`src/rtl/cfg_aq_pkg.sv`:
```
package cfg_aq_pkg;

  typedef enum logic [1:0] {
    CST_OK    = 2'd0,
    CST_PARAM = 2'd1,
    CST_HW    = 2'd2
  } cfg_status_e;

  // Fill value returned by a refused read, by access size
  function automatic logic [31:0] fail_fill(input logic [2:0] size);
    case (size)
      3'd1:    fail_fill = 32'h0000_00FF;
      3'd2:    fail_fill = 32'h0000_FFFF;
      default: fail_fill = 32'hFFFF_FFFF;
    endcase
  endfunction

endpackage

```
`src/rtl/cfg_aq_check.sv`:
```
module cfg_aq_check
  import cfg_aq_pkg::*;
#(
  parameter int ID_IN_W   = 17,
  parameter int ID_W      = 16,
  parameter int OFF_W     = 13,
  parameter int CONV_MAX  = 255,
  parameter int EXP_MAX   = 4095,
  parameter int DEV_LSB   = 3,
  parameter int DEV_W     = 5,
  parameter int BUS_LSB   = 8
) (
  input  logic [ID_IN_W-1:0] id,
  input  logic [OFF_W-1:0]   offset,
  input  logic [2:0]         size,
  input  logic               express,
  input  logic               broken,
  output cfg_status_e        status
);

  localparam logic [DEV_W-1:0] DEV_SPECIAL = '1;

  logic id_over, off_over, size_bad, misaligned;
  logic root_func, dev_special;
  logic param_err, hw_err;

  assign id_over    = |id[ID_IN_W-1:ID_W];
  assign off_over   = express ? (offset > OFF_W'(EXP_MAX)) : (offset > OFF_W'(CONV_MAX));
  assign size_bad   = !(size == 3'd1 || size == 3'd2 || size == 3'd4);
  assign misaligned = |(offset[2:0] & (size - 3'd1));

  assign root_func   = express && (id[ID_W-1:BUS_LSB] == '0) && (id[BUS_LSB-1:0] != '0);
  assign dev_special = (id[DEV_LSB+DEV_W-1:DEV_LSB] == DEV_SPECIAL);

  assign param_err = id_over || off_over || size_bad || misaligned;
  assign hw_err    = root_func || dev_special || broken;

  // Parameter checks take precedence over hardware checks
  always_comb begin
    if (param_err)   status = CST_PARAM;
    else if (hw_err) status = CST_HW;
    else             status = CST_OK;
  end

endmodule

```
`src/rtl/cfg_aq_lanes.sv`:
```
module cfg_aq_lanes #(
  parameter int DATA_W = 32
) (
  input  logic [$clog2(DATA_W/8)-1:0] lane_sel,
  input  logic [2:0]                  size,
  input  logic [DATA_W-1:0]           wdata,
  input  logic [DATA_W-1:0]           win_rdata,
  output logic [DATA_W/8-1:0]         wstrb,
  output logic [DATA_W-1:0]           wlanes,
  output logic [DATA_W-1:0]           rd_value
);

  localparam int LANES = DATA_W / 8;
  localparam int SEL_W = $clog2(LANES);

  logic full;
  assign full = (size == 3'(LANES));

  for (genvar i = 0; i < LANES; i++) begin : g_lane
    logic [SEL_W-1:0] rel;
    logic             hit;
    assign rel = SEL_W'(i) - lane_sel;
    assign hit = full || (size == 3'd1 && rel == '0) || (size == 3'd2 && rel <= SEL_W'(1));
    assign wstrb[i]        = hit;
    assign wlanes[i*8 +: 8] = hit ? wdata[{rel, 3'b000} +: 8] : 8'h00;
  end

  logic [DATA_W-1:0] shifted;
  assign shifted = win_rdata >> {lane_sel, 3'b000};

  always_comb begin
    case (size)
      3'd1:    rd_value = {{(DATA_W-8){1'b0}},  shifted[7:0]};
      3'd2:    rd_value = {{(DATA_W-16){1'b0}}, shifted[15:0]};
      default: rd_value = win_rdata;
    endcase
  end

endmodule

```
`src/rtl/cfg_aq_rsp.sv`:
```
module cfg_aq_rsp
  import cfg_aq_pkg::*;
#(
  parameter int DATA_W = 32
) (
  input  logic              clk,
  input  logic              rst_n,
  input  logic              load,
  input  cfg_status_e       load_status,
  input  logic [DATA_W-1:0] load_data,
  input  logic              rsp_ready,
  output logic              rsp_valid,
  output cfg_status_e       rsp_status,
  output logic [DATA_W-1:0] rsp_data,
  output logic              can_accept
);

  assign can_accept = !rsp_valid || rsp_ready;

  always_ff @(posedge clk or negedge rst_n) begin
    if (!rst_n) begin
      rsp_valid  <= 1'b0;
      rsp_status <= CST_OK;
      rsp_data   <= '0;
    end else if (load) begin
      rsp_valid  <= 1'b1;
      rsp_status <= load_status;
      rsp_data   <= load_data;
    end else if (rsp_ready) begin
      rsp_valid  <= 1'b0;
    end
  end

endmodule

```
`src/rtl/cfg_access_qualifier.sv`:
```
module cfg_access_qualifier
  import cfg_aq_pkg::*;
#(
  parameter int ID_IN_W  = 17,
  parameter int ID_W     = 16,
  parameter int OFF_W    = 13,
  parameter int DATA_W   = 32,
  parameter int ADDR_W   = 32,
  parameter int CONV_MAX = 255,
  parameter int EXP_MAX  = 4095
) (
  input  logic                  clk,
  input  logic                  rst_n,
  input  logic                  express_mode,
  input  logic                  bridge_broken,
  input  logic                  req_valid,
  output logic                  req_ready,
  input  logic [ID_IN_W-1:0]    req_id,
  input  logic [OFF_W-1:0]      req_offset,
  input  logic [2:0]            req_size,
  input  logic                  req_write,
  input  logic [DATA_W-1:0]     req_wdata,
  output logic                  rsp_valid,
  input  logic                  rsp_ready,
  output logic [1:0]            rsp_status,
  output logic [DATA_W-1:0]     rsp_rdata,
  output logic                  dn_valid,
  output logic                  dn_write,
  output logic [ADDR_W-1:0]     dn_addr,
  output logic [DATA_W/8-1:0]   dn_wstrb,
  output logic [DATA_W-1:0]     dn_wdata,
  input  logic [DATA_W-1:0]     dn_rdata
);

  localparam int LANES   = DATA_W / 8;
  localparam int SEL_W   = $clog2(LANES);
  localparam int LOW_W   = 8;
  localparam int EXT_W   = 4;
  localparam int ID_LSB  = LOW_W;
  localparam int EXT_LSB = ID_LSB + ID_W;
  localparam int EN_BIT  = ADDR_W - 1;

  cfg_status_e       chk_status;
  cfg_status_e       rsp_st;
  logic              accept, legal;
  logic [LANES-1:0]  lane_strb;
  logic [DATA_W-1:0] lane_wdata, lane_rd, rsp_load_data;
  logic [ADDR_W-1:0] addr_word;

  cfg_aq_check #(
    .ID_IN_W (ID_IN_W),
    .ID_W    (ID_W),
    .OFF_W   (OFF_W),
    .CONV_MAX(CONV_MAX),
    .EXP_MAX (EXP_MAX)
  ) i_check (
    .id     (req_id),
    .offset (req_offset),
    .size   (req_size),
    .express(express_mode),
    .broken (bridge_broken),
    .status (chk_status)
  );

  cfg_aq_lanes #(.DATA_W(DATA_W)) i_lanes (
    .lane_sel (req_offset[SEL_W-1:0]),
    .size     (req_size),
    .wdata    (req_wdata),
    .win_rdata(dn_rdata),
    .wstrb    (lane_strb),
    .wlanes   (lane_wdata),
    .rd_value (lane_rd)
  );

  assign accept = req_valid && req_ready;
  assign legal  = (chk_status == CST_OK);

  // Indirect address word: enable, extended offset, identifier, low offset
  always_comb begin
    addr_word = '0;
    addr_word[EN_BIT] = 1'b1;
    addr_word[EXT_LSB +: EXT_W] = req_offset[LOW_W +: EXT_W];
    addr_word[ID_LSB +: ID_W]   = req_id[ID_W-1:0];
    addr_word[LOW_W-1:0]        = req_offset[LOW_W-1:0];
  end

  assign dn_valid = accept && legal;
  assign dn_write = req_write;
  assign dn_addr  = addr_word;
  assign dn_wstrb = req_write ? lane_strb : '0;
  assign dn_wdata = req_write ? lane_wdata : '0;

  always_comb begin
    if (req_write)  rsp_load_data = '0;
    else if (legal) rsp_load_data = lane_rd;
    else            rsp_load_data = DATA_W'(fail_fill(req_size));
  end

  cfg_aq_rsp #(.DATA_W(DATA_W)) i_rsp (
    .clk        (clk),
    .rst_n      (rst_n),
    .load       (accept),
    .load_status(chk_status),
    .load_data  (rsp_load_data),
    .rsp_ready  (rsp_ready),
    .rsp_valid  (rsp_valid),
    .rsp_status (rsp_st),
    .rsp_data   (rsp_rdata),
    .can_accept (req_ready)
  );

  assign rsp_status = rsp_st;

endmodule

```
`config.mk`:
```
export PLATFORM = sky130hd
export DESIGN_NAME = cfg_access_qualifier
export DESIGN_NICKNAME = d
export VERILOG_FILES = /design/src/rtl/cfg_aq_pkg.sv /design/src/rtl/cfg_aq_check.sv /design/src/rtl/cfg_aq_lanes.sv /design/src/rtl/cfg_aq_rsp.sv /design/src/rtl/cfg_access_qualifier.sv
export SDC_FILE = /design/constraint.sdc
export NUM_CORES = 1
export LEC_CHECK = 0
export ABC_AREA = 1
export BUFFER_PORTS_ARGS = -buffer_cell sky130_fd_sc_hd__buf_4
export CAP_MARGIN = 30
export CORE_MARGIN = 2
export CORE_UTILIZATION = 40
export DETAILED_ROUTE_END_ITERATION = 7
export GPL_TIMING_DRIVEN = 0
export PLACE_DENSITY_LB_ADDON = 0.1
export SYNTH_ARGS = -nofsm -noshare
export SYNTH_HDL_FRONTEND = slang
export SYNTH_HIERARCHICAL = 1
export SYNTH_SLANG_ARGS = --single-unit
```
`constraint.sdc`:
```
create_clock -name clk -period 4.17 [get_ports clk]
set_clock_uncertainty 0.05 [all_clocks]
set_input_delay 0.834 -clock clk [delete_from_list [all_inputs] [get_ports clk]]
set_output_delay 0.834 -clock clk [all_outputs]
set_load 0.02 [all_outputs]
```
==> results.md, run 1 <==
- Slowest CP cell: buf_2
- Sw Share: 37.3%
- Longest Clk Path Bufs: 2
- Cells after Synth: 865
- Die height: 111 um
- Reg2reg end: i_rsp/rsp_data[7]
- R2R cell count: 8
- Worst Hold Class: reg2reg
- Synth top area cells: nand2_1 35%, dfrtp_1 19%, inv_1 8.6%
- Xor-xnor portion of the synthesized cell area: 0%
- Cells on Worst Hold Path: 2
- Compound-Gate Fraction of Synth Area: 2.60%
- CTS tree: yes
- MaxCap Viol Count: 0
- Run status: completed
- Post-CTS Setup Bufs: 0
- Detailed placement HPWL: 12000 um
- Fin. max-slew vios: 0
- Fin crit period: 3.83 ns
- Die area: 0.0124 mm2
- RSZ-0062 raised after global routing: false
- Yosys warns: 6
- Seq/Total Area, Yosys: 19.0%
- Met2 Wirelength: 7150 um
- Final GP Congestion: 0.954
- Reg2reg setup slack: 2.93 ns
- Hold buffers post-CTS: 0
- Worst-skew pair later-pin latency: 0.28 ns
- Port bufs: 199
- Lkg Pwr: 4.30 nW
- Core Area: 0.0113 mm2
- Die width: 111 um
- Synth area leader: nand2_1
- Routed Antenna Nets: 0
- Boundary Pins: 210
- P&R area growth vs syn: 40.1%
- Crit Path Category: in2out
- Largest net degree at the start of global routing: 36
- Via-to-Cell Ratio: 4.60
- Sequential power share: 26.9%
- Nets: 1187
- #FFs+latches synth: 35
- Ratio of cells with drive above 1 in the final layout: 30.4%
- Wire length of the first global-routing pass: 24100 um
- Setup tns final: 0 ns
- CTS buffer count: 5
- Mux cell area share after synthesis: 0%
- Vias in the first global route: 5107
- Routed wire length: 14800 um
- RR Startpoint: i_rsp/rsp_valid
- Mapped Area: 0.00462 mm2
- Worst Hold Launch: i_rsp/rsp_data[19]
- Fin worst setup slack: 0.337 ns
- WP data arrival: 2.95 ns
- Comb pwr share: 45.6%
- Post-cts resize count: 0
- TritonCTS sink count: 35
- Syn_area_per_cell: 5.34 um2
- Drt first pass iters: 5
- Final Hold Fails: 0
- GR Overflow Total: 0
- Top delay family on crit path: buffers and inverters
- Starting DRT DRC Count: 301
- Clk slew on worst S/H paths: 0.06 ns
- Initial antenna violation count: 0
- Clock root buffer: clkbuf_16
- GR Util All Layers: 23.2%
- Psw: 0.576 mW
- WHS Endpoint: i_rsp/rsp_data[19]
- CP max FO: 12
- Max Freq: 0.261 GHz
- Worst setup EP type: output port
- Met3 WL post-DR: 1010 um
- Cell Pwr Density: 239 mW/mm2
- Wire length on met1: 6450 um
- Wire per inst: 12.2 um
- Initial Util: 40.8%
- Top FF cell, synth: dfrtp_1
- Via count: 5598
- CP required: 3.29 ns
- Count leader, synth: nand2_1
- Max VDD drop: 0.249 mV
- Crit-path max cell delay: 0.28 ns
- Sum of buffers and inverters on the critical path: 9
- Synthesized-area fraction occupied by adder cells: 2.71%
- Pre-CTS setup slack: 0.370 ns
- H-Tree Level Count: 2
- Post-synth top area share: 35.3%
- Row Count: 39
- Final Setup Violations: 0
- Top layer in use: met4
- Critical Path Start Type: input port
- Power share of the clock group: 27.5%
- DRC viols: 0
- Post-synth EDFFs: 0
- Async S/R FF share, synth: 100%
- Ant diodes: 0
- Crit path cell chain: buf_4 -> buf_4 -> inv_4 -> buf_2 -> ha_1 -> buf_2 -> inv_2 -> buf_2 -> o21ai_0 -> nor2_1 -> nand2_1 -> inv_1 -> buf_4
- Simple-gate share of the synthesized area: 53.8%
- Yosys cell types: 24
- Largest family of logic cells by synthesized area: simple AND/OR/NAND/NOR gates
- Commonest cells post-synth: 434 x nand2_1, 106 x inv_1, 91 x nor2_1
- P_int: 0.969 mW
- Period utilization: 91.9%
worst max path at each step:
| stage | depth (start not counted) | from | slack [ns] | end |
|---|---|---|---|---|
| after floorplan | 11 | req_offset[1] | 0.96 | dn_wdata[7] |
| after global placement | 13 | req_offset[1] | 0.35 | dn_wdata[20] |
| after detailed placement | 13 | req_offset[1] | 0.37 | dn_wdata[20] |
| after CTS | 13 | req_offset[1] | 0.36 | dn_wdata[20] |
| after global routing | 13 | req_offset[1] | 0.15 | dn_wdata[18] |
| final | 13 | req_offset[1] | 0.34 | dn_wdata[7] |
placed cells by master, fill, tap and decap left out, drive strengths merged:
cell type	count
nand2	449
buf	272
inv	115
nor2	108
nand3	44
dfrtp	35
o21ai	24
ha	10
clkbuf	6
conb	4
nand4	3
clkinv	2
bufinv	1
or2	1
per-layer routing:
layer / up-vias / track usage [%]
met3: 20 / 2.78
li1: 2915 / -
met1: 2466 / 30.7
met5: - / 0
met4: 0 / 4.44
met2: 197 / 41.1
through the flow:
stage | util [%] | power (mW) | cell area [um2] | hold slack, ns | instances
final | 57.1 | 1.54 | 6460 | 0.419 | 1217
after global routing | 57.1 | 1.64 | 6460 | 0.447 | 1217
after CTS | 57.1 | 1.56 | 6460 | 0.425 | 1217
after detailed placement | 55.6 | 1.13 | 6300 | 0.410 | 1209
after global placement | 55.6 | 1.12 | 6300 | 0.407 | 1209
after floorplan | - | 0.835 | 4620 | 0.488 | 867
cells by family after synthesis:
group,Yosys count
other,2
AOI/OAI and AO/OA,24
DFF,35
adders and majority gates,10
and+or+nand+nor,605
buffers and inverters,189
layout make-up:
class | instances | area (um2)
Buffer | 74 | 559
Clock buffer | 5 | 125
Clock inverter | 3 | 43.8
Fill cell | 1259 | 4860
Inverter | 115 | 444
Multi-Input combinational cell | 643 | 2740
Sequential cell | 35 | 876
Tap cell | 143 | 179
Timing Repair Buffer | 199 | 1490
power by group through the flow:
stage / clock [mW] / combinational, mW / sequential [mW]
floorplan: 0 / 0.357 / 0.478
global placement: 0 / 0.700 / 0.420
detailed placement: 0 / 0.705 / 0.422
CTS: 0.432 / 0.707 / 0.416
global route: 0.440 / 0.777 / 0.422
finish: 0.425 / 0.705 / 0.415
state kept, by name, summed over array words and instances, names as in the netlist:
| signal | flops |
|---|---|
| i_rsp/rsp_data | 32 |
| i_rsp/rsp_status | 2 |
| i_rsp/rsp_valid | 1 |
tightest hold or removal path, cell delays in order (launching register included):
cell     delay (ns)
dfrtp_1        0.34
nand2_1        0.05
nand2_1        0.04
Power figures use the tool's default switching activity.
==> run 2, diff against run 1 <==
--- a/config.mk
+++ b/config.mk
@@ -5,14 +5,14 @@
 export SDC_FILE = /design/constraint.sdc
 export NUM_CORES = 1
 export LEC_CHECK = 0
-export ABC_AREA = 1
+export ABC_AREA = 0
 export BUFFER_PORTS_ARGS = -buffer_cell sky130_fd_sc_hd__buf_4
 export CAP_MARGIN = 30
 export CORE_MARGIN = 2
 export CORE_UTILIZATION = 40
 export DETAILED_ROUTE_END_ITERATION = 7
 export GPL_TIMING_DRIVEN = 0
-export PLACE_DENSITY_LB_ADDON = 0.1
+export PLACE_DENSITY = 0.7
 export SYNTH_ARGS = -nofsm -noshare
 export SYNTH_HDL_FRONTEND = slang
 export SYNTH_HIERARCHICAL = 1
==> run 2 against run 1 <==
Effect of this change:
- cell count decreased by 33%
- wire length decreased by 2.5%
- sequential share of layout area decreased by 0.20 points
- critical path type unchanged
- highest routed layer unchanged
- largest cell class unchanged
==> results.md, run 2 <==
- Most common cell after layout, fill and taps aside: buf_4
- RR Startpoint: i_rsp/rsp_valid
- Area of the multi-input gates: 0.00322 mm2 (+17%)
- H-Tree Level Count: 2 (unchanged)
- Final Util: 57.5% (+0.34 points)
- Crit Path Category: in2out
- Wire per inst: 17.8 um (+46%)
- Ratio of cells with drive above 1 in the final layout: 57.4% (+27 points)
- Routed wire length: 14500 um (-2.5%)
- Clock root buffer: clkbuf_16
- Yosys warns: 6 (unchanged)
- Via count: 4333 (-23%)
- CP required: 3.29 ns (about the same)
- Worst setup EP type: output port
- Mapped Area: 0.00470 mm2 (+1.7%)
- Nets: 782 (-34%)
- WP data arrival: 3.09 ns (+0.14 ns)
- Run status: completed
- Drt first pass iters: 5 (unchanged)
- Fin. max-slew vios: 0 (unchanged)
- Seq/Total Area, Yosys: 18.7% (-0.32 points)
- Die height: 112 um (+0.83%)
- RSZ-0062 raised after global routing: false
- Largest Register: i_rsp/rsp_data
- Cell Pwr Density: 251 mW/mm2 (+5.1%)
- Row Count: 39 (unchanged)
- Slew HR: 61.2%
- MaxCap Viol Count: 0 (unchanged)
- Final GP Congestion: 0.922 (-3.3%)
- CTS buffer count: 5 (unchanged)
- DRC viols: 0 (unchanged)
- Worst Hold Class: in2async
- Initial Util: 41.1% (+0.35 points)
- Fin crit period: 3.97 ns (+0.138 ns)
- Post-Place Cell Area: 0.00638 mm2 (+1.3%)
- Routed Antenna Nets: 0 (unchanged)
- Placed cell count: 804 (-33%)
- CTS tree: yes
- CP Launch Point: req_offset[0]
- Syn_area_per_cell: 10.2 um2 (+91%)
- Count leader, synth: and2_1
- Synth area leader: dfrtp_1
- Fin worst setup slack: 0.199 ns (-0.138 ns)
- Initial antenna violation count: 0 (unchanged)
- Port bufs: 199 (unchanged)
- Pre-CTS setup slack: -0.0971 ns (-0.467 ns)
- Die area: 0.0126 mm2 (+1.7%)
- Cells after Synth: 460 (-47%)
- Detailed placement HPWL: 11800 um (-1.4%)
- Global Route met1 Usage: 28.1% (-2.6 points)
- CP max FO: 18 (+6)
- Hold slack: 0.441 ns (+0.0221 ns)
- GR Overflow Total: 0 (unchanged)
- Most frequent cells in the layout: 241 x buf_4, 54 x and2_1, 35 x dfrtp_1
- Boundary Pins: 210 (unchanged)
- GR Util All Layers: 22.2% (-0.95 points)
- Wire length of the first global-routing pass: 22600 um (-6.3%)
- Post-synth top area share: 18.7% (-17 points)
- Lkg Pwr: 3.02 nW (-30%)
- Die width: 112 um (+0.83%)
- Post-Layout Cell Count: 812 (-33%)
- Least-Margin Pin Slew: 0.582 ns
- Via-to-Cell Ratio: 5.34 (+16%)
- Vias in the first global route: 4446 (-13%)
- #FFs+latches synth: 35 (unchanged)
- Critical Path Start Type: input port
- Max Freq: 0.252 GHz (-3.5%)
- Post-synth EDFFs: 0 (unchanged)
- Ant diodes: 0 (unchanged)
- Hold buffers post-CTS: 0 (unchanged)
- Async S/R FF share, synth: 100% (unchanged)
- Busiest grt layer: met2
- Finished Cell Area: 0.00656 mm2 (+1.5%)
- M3 GR Usage: 4.00% (+1.2 points)
- Max VDD drop: 0.266 mV (+6.7%)
- Top Registers: i_rsp/rsp_data: 32 flops, i_rsp/rsp_status: 2 flops, i_rsp/rsp_valid: 1 flops
- Starting DRT DRC Count: 176 (-42%)
- # fillers: 1031 (-18%)
- Met2 usage: 39.0% (-2.0 points)
- P&R area growth vs syn: 39.7%
- Max reg flops: 32 (unchanged)
- Top FF cell, synth: dfrtp_1
- Worst-skew pair later-pin latency: 0.28 ns (about the same)
- FF+latch area: 876 um2 (unchanged)
- Clk slew on worst S/H paths: 0.06 ns (about the same)
- Yosys cell types: 58 (+140%)
- TritonCTS sink count: 35 (unchanged)
- Period utilization: 95.2% (+3.3 points)
- Synth top area cells: dfrtp_1 19%, mux4_2 15%, mux2_4 9.3%
- Final Setup Violations: 0 (unchanged)
- Longest Clk Path Bufs: 2 (unchanged)
- Core Area: 0.0114 mm2 (+0.86%)
- Final Hold Fails: 0 (unchanged)
- Largest net degree at the start of global routing: 36 (unchanged)
- Commonest cells post-synth: 54 x and2_1, 42 x buf_4, 35 x dfrtp_1
[run 2: changes by cell type in the layout (fill, tap and decap cells not counted), moves of 32 or more]
cell	before	now
mux4_2	0	32
nor2_1	91	21
nand2_1	434	11
nor3_1	0	33
and2_1	0	54
inv_1	106	9
nand3_1	39	0
[run 2: cells by family (layout without fill, tap and decap cells)]
| family | count (synthesis) | in the layout | synth area share [%] |
|---|---|---|---|
| other | 2 | 4 | 0.160 |
| buffers and inverters | 84 | 291 | 13.0 |
| xor gates and xnor gates | 2 | 2 | 0.533 |
| DFF | 35 | 35 | 18.7 |
| AOI/OAI and AO/OA | 81 | 81 | 15.5 |
| muxes | 75 | 75 | 28.0 |
| adders and majority gates | 10 | 10 | 2.66 |
| and+or+nand+nor | 171 | 171 | 21.5 |
[run 2: final timing paths]
| kind | to | slack, ns | cells past startpoint |
|---|---|---|---|
| setup / recovery | dn_wdata[17] | 0.20 | 10 |
| hold / removal | i_rsp/rsp_data[28] | 0.44 | 1 |
| setup reg to reg | i_rsp/rsp_data[0] | 2.63 | 5 |
| hold reg to reg | i_rsp/rsp_data[6] | 0.46 | 1 |
| max in group asynchronous | i_rsp/rsp_data[6] | 3.31 | 1 |
| min in group clk | i_rsp/rsp_data[6] | 0.46 | 1 |
[run 2: repair_timing]
item	in CTS	in global routing
setup endpoints to repair	6	0
buffers inserted	1	0
hold endpoints to repair	0	0
gates resized for setup	0	0
[run 2: metal layers]
metal | share of wire (%) | wire (um) | vias up
li1 | - | - | 2043
met1 | 40 | 5800 | 2049
met2 | 51 | 7350 | 209
met3 | 6.8 | 989 | 32
met4 | 2.3 | 333 | 0
met5 | 0 | 0 | -
[run 2: metrics by stage]
stage	power, mW	TNS (ns)
after global routing	1.72	0
after detailed placement	1.22	-0.132
after global placement	1.21	-0.101
final	1.65	0
after CTS	1.66	0
after floorplan	0.911	0
[run 2: cell type report]
| class | count | area share, % |
|---|---|---|
| clock buffer | 5 | 1.91 |
| inverter | 9 | 0.515 |
| buffer | 74 | 8.72 |
| sequential | 35 | 13.4 |
| tap | 143 | 2.73 |
| timing repair buffer | 200 | 23.1 |
| multi-input combinational | 343 | 49.0 |
| clock inverter | 3 | 0.668 |
[run 2: power by group]
| group | switching [mW] | internal (mW) | leakage, nW | total [mW] |
|---|---|---|---|---|
| registers | 0.0332 | 0.394 | 0.421 | 0.427 |
| logic | 0.372 | 0.417 | 2.52 | 0.789 |
| clock network | 0.149 | 0.282 | 0.0838 | 0.431 |
| total | 0.554 | 1.09 | 3.02 | 1.65 |
[run 2: critical path, cell delays in order]
cell	delay (ns)
buf_4	0.14
buf_6	0.17
buf_6	0.20
inv_1	0.16
ha_1	0.31
buf_4	0.28
mux4_2	0.53
nor2b_1	0.13
and2_1	0.17
buf_4	0.16
==> run 3, diff against run 2 <==
--- a/config.mk
+++ b/config.mk
@@ -12,6 +12,7 @@
 export CORE_UTILIZATION = 40
 export DETAILED_ROUTE_END_ITERATION = 7
 export GPL_TIMING_DRIVEN = 0
+export MAX_ROUTING_LAYER = met4
 export PLACE_DENSITY = 0.7
 export SYNTH_ARGS = -nofsm -noshare
 export SYNTH_HDL_FRONTEND = slang
==> run 3 against run 2 <==
Effect of this change:
- combinational power is essentially flat
- sequential cell count did not move
- setup slack lost 0.011 ns
- sequential power barely moved
- count of clock-buffer cells in the layout stayed put
- via count is 0.25% higher
- die area is the same
- sequential share of layout area hardly changed
- clock power barely moved
- critical path type unchanged
==> results.md, run 3 (synthesis gave the netlist of run 2 again) <==
- Run status: completed
- Crit path top cell by count: buf_4
- Max reg flops: 32 (unchanged)
- Lkg Pwr: 3.02 nW (about the same)
- Fin crit period: 3.98 ns (+0.0106 ns)
- CP required: 3.29 ns (about the same)
- Routed wire length: 14600 um (+1.2%)
- Design Power: 1.65 mW (about the same)
- Largest net degree at the start of global routing: 36 (unchanged)
- Crit path cell chain: buf_4 -> buf_6 -> buf_6 -> inv_1 -> ha_1 -> buf_4 -> mux4_2 -> nor2b_1 -> and2_1 -> buf_4
- Drt first pass iters: 5 (unchanged)
- DRC viols: 0 (unchanged)
- GR Util All Layers: 23.4% (+1.2 points)
- Top Registers: i_rsp/rsp_data: 32 flops, i_rsp/rsp_status: 2 flops, i_rsp/rsp_valid: 1 flops
- Setup tns final: 0 ns (unchanged)
- Clk slew on worst S/H paths: 0.06 ns (about the same)
- P&R area growth vs syn: 39.6% (about the same)
- Worst-skew pair later-pin latency: 0.28 ns (about the same)
- Slowest CP cell: mux4_2
- Wire length on met1: 6140 um (+5.7%)
- Met3 WL post-DR: 812 um (-18%)
- Most frequent cells in the layout: 243 x buf_4, 54 x and2_1, 35 x dfrtp_1
- Starting DRT DRC Count: 236 (+34%)
- Routed Antenna Nets: 0 (unchanged)
- Cell Pwr Density: 251 mW/mm2 (+0.14%)
- CP max FO: 18 (unchanged)
- WP data arrival: 3.10 ns (about the same)
- RR Startpoint: i_rsp/rsp_valid
- Die width: 112 um (unchanged)
- Detailed placement HPWL: 12000 um (+1.1%)
- Slew HR: 61.4% (+0.16 points)
- Post-cts resize count: 0 (unchanged)
- Wire per inst: 18.0 um (+1.1%)
- Fin worst setup slack: 0.188 ns (-0.0106 ns)
- MaxCap Viol Count: 0 (unchanged)
- Ratio of cells with drive above 1 in the final layout: 57.5% (+0.064 points)
- CTS buffer count: 5 (unchanged)
- Worst Hold Class: in2async
- CP Launch Point: req_offset[0]
- Period utilization: 95.5% (+0.25 points)
- Via count: 4344 (+0.25%)
- Die height: 112 um (unchanged)
- Crit Path Category: in2out
- Hold buffers post-CTS: 0 (unchanged)
- Initial Util: 41.1% (unchanged)
- Fin. max-slew vios: 0 (unchanged)
- Final Hold Fails: 0 (unchanged)
- Longest Clk Path Bufs: 2 (unchanged)
- Max Freq: 0.251 GHz (-0.27%)
- # fillers: 1030 (-0.097%)
- Clock root buffer: clkbuf_16
- H-Tree Level Count: 2 (unchanged)
- Least-Margin Pin Slew: 0.579 ns (-0.00245 ns)
- Final Setup Violations: 0 (unchanged)
- TritonCTS sink count: 35 (unchanged)
- Core Area: 0.0114 mm2 (unchanged)
- Boundary Pins: 210 (unchanged)
- Largest Register: i_rsp/rsp_data
- Crit path depth: 10 (unchanged)
- CTS tree: yes
- Post-Place Cell Area: 0.00638 mm2 (unchanged)
- Met2 Wirelength: 7370 um (+0.27%)
- Ant diodes: 0 (unchanged)
- Wire length of the first global-routing pass: 22900 um (+1.3%)
- Via-to-Cell Ratio: 5.34 (+0.13%)
- Pre-CTS setup slack: -0.152 ns (-0.0553 ns)
- Top delay family on crit path: buffers and inverters
- Final Util: 57.4% (about the same)
- Finished Cell Area: 0.00656 mm2 (about the same)
- Final GP Congestion: 0.855 (-7.3%)
- Vias in the first global route: 4425 (-0.47%)
- RSZ-0062 raised after global routing: false
- Top layer in use: met4
- Max VDD drop: 0.254 mV (-4.5%)
- Sum of buffers and inverters on the critical path: 6 (unchanged)
- Critical Path Start Type: input port
- Worst setup EP type: output port
- Most common cell after layout, fill and taps aside: buf_4
- Initial antenna violation count: 0 (unchanged)
- Nets: 783 (+0.13%)
- R2R cell count: 5 (unchanged)
- GR Overflow Total: 0 (unchanged)
- Port bufs: 199 (unchanged)
- Die area: 0.0126 mm2 (unchanged)
- Row Count: 39 (unchanged)
- Crit-path max cell delay: 0.53 ns (about the same)
==> run 3: cell count changes in the layout (fill, tap and decap cells not counted) <==
cell,previous run,this run
buf_4,241,243
buf_12,4,3
==> run 3: metal layers <==
metal / vias up / track usage (%)
met3: 28 / 3.56
met1: 2069 / 30.2
li1: 2046 / -
met2: 201 / 38.6
met5: - / -
met4: 0 / 6.50
==> run 3: worst paths after layout <==
path	end	slack, ns
setup / recovery	dn_wdata[17]	0.19
hold / removal	i_rsp/rsp_data[24]	0.45
setup reg to reg	i_rsp/rsp_data[9]	2.65
hold reg to reg	i_rsp/rsp_data[3]	0.46
max in group asynchronous	i_rsp/rsp_data[16]	3.30
min in group clk	i_rsp/rsp_data[3]	0.46
==> run 3: what timing repair did <==
action,4_1_cts,5_1_grt
setup endpoints to repair,9,0
endpoints found under the hold margin,0,0
setup buffers,2,0
==> run 3: final cells by class <==
type	count	area, um2	share of cell area [%]
buffer	74	572	8.72
multi-input combinational	343	3220	49.1
clock inverter	3	43.8	0.668
sequential	35	876	13.4
timing repair buffer	201	1510	23.0
clock buffer	5	125	1.91
inverter	9	33.8	0.515
tap	143	179	2.73
==> run 3: through the flow <==
stage | cells | hold slack, ns
after floorplan | 462 | 0.488
after detailed placement | 804 | 0.444
final | 813 | 0.449
after CTS | 813 | 0.461
after global placement | 804 | 0.446
after global routing | 813 | 0.465
==> run 3: report_power, final <==
part / switching (mW) / internal, mW
sequential: 0.0330 / 0.394
clock: 0.151 / 0.282
combinational: 0.372 / 0.416
total: 0.556 / 1.09
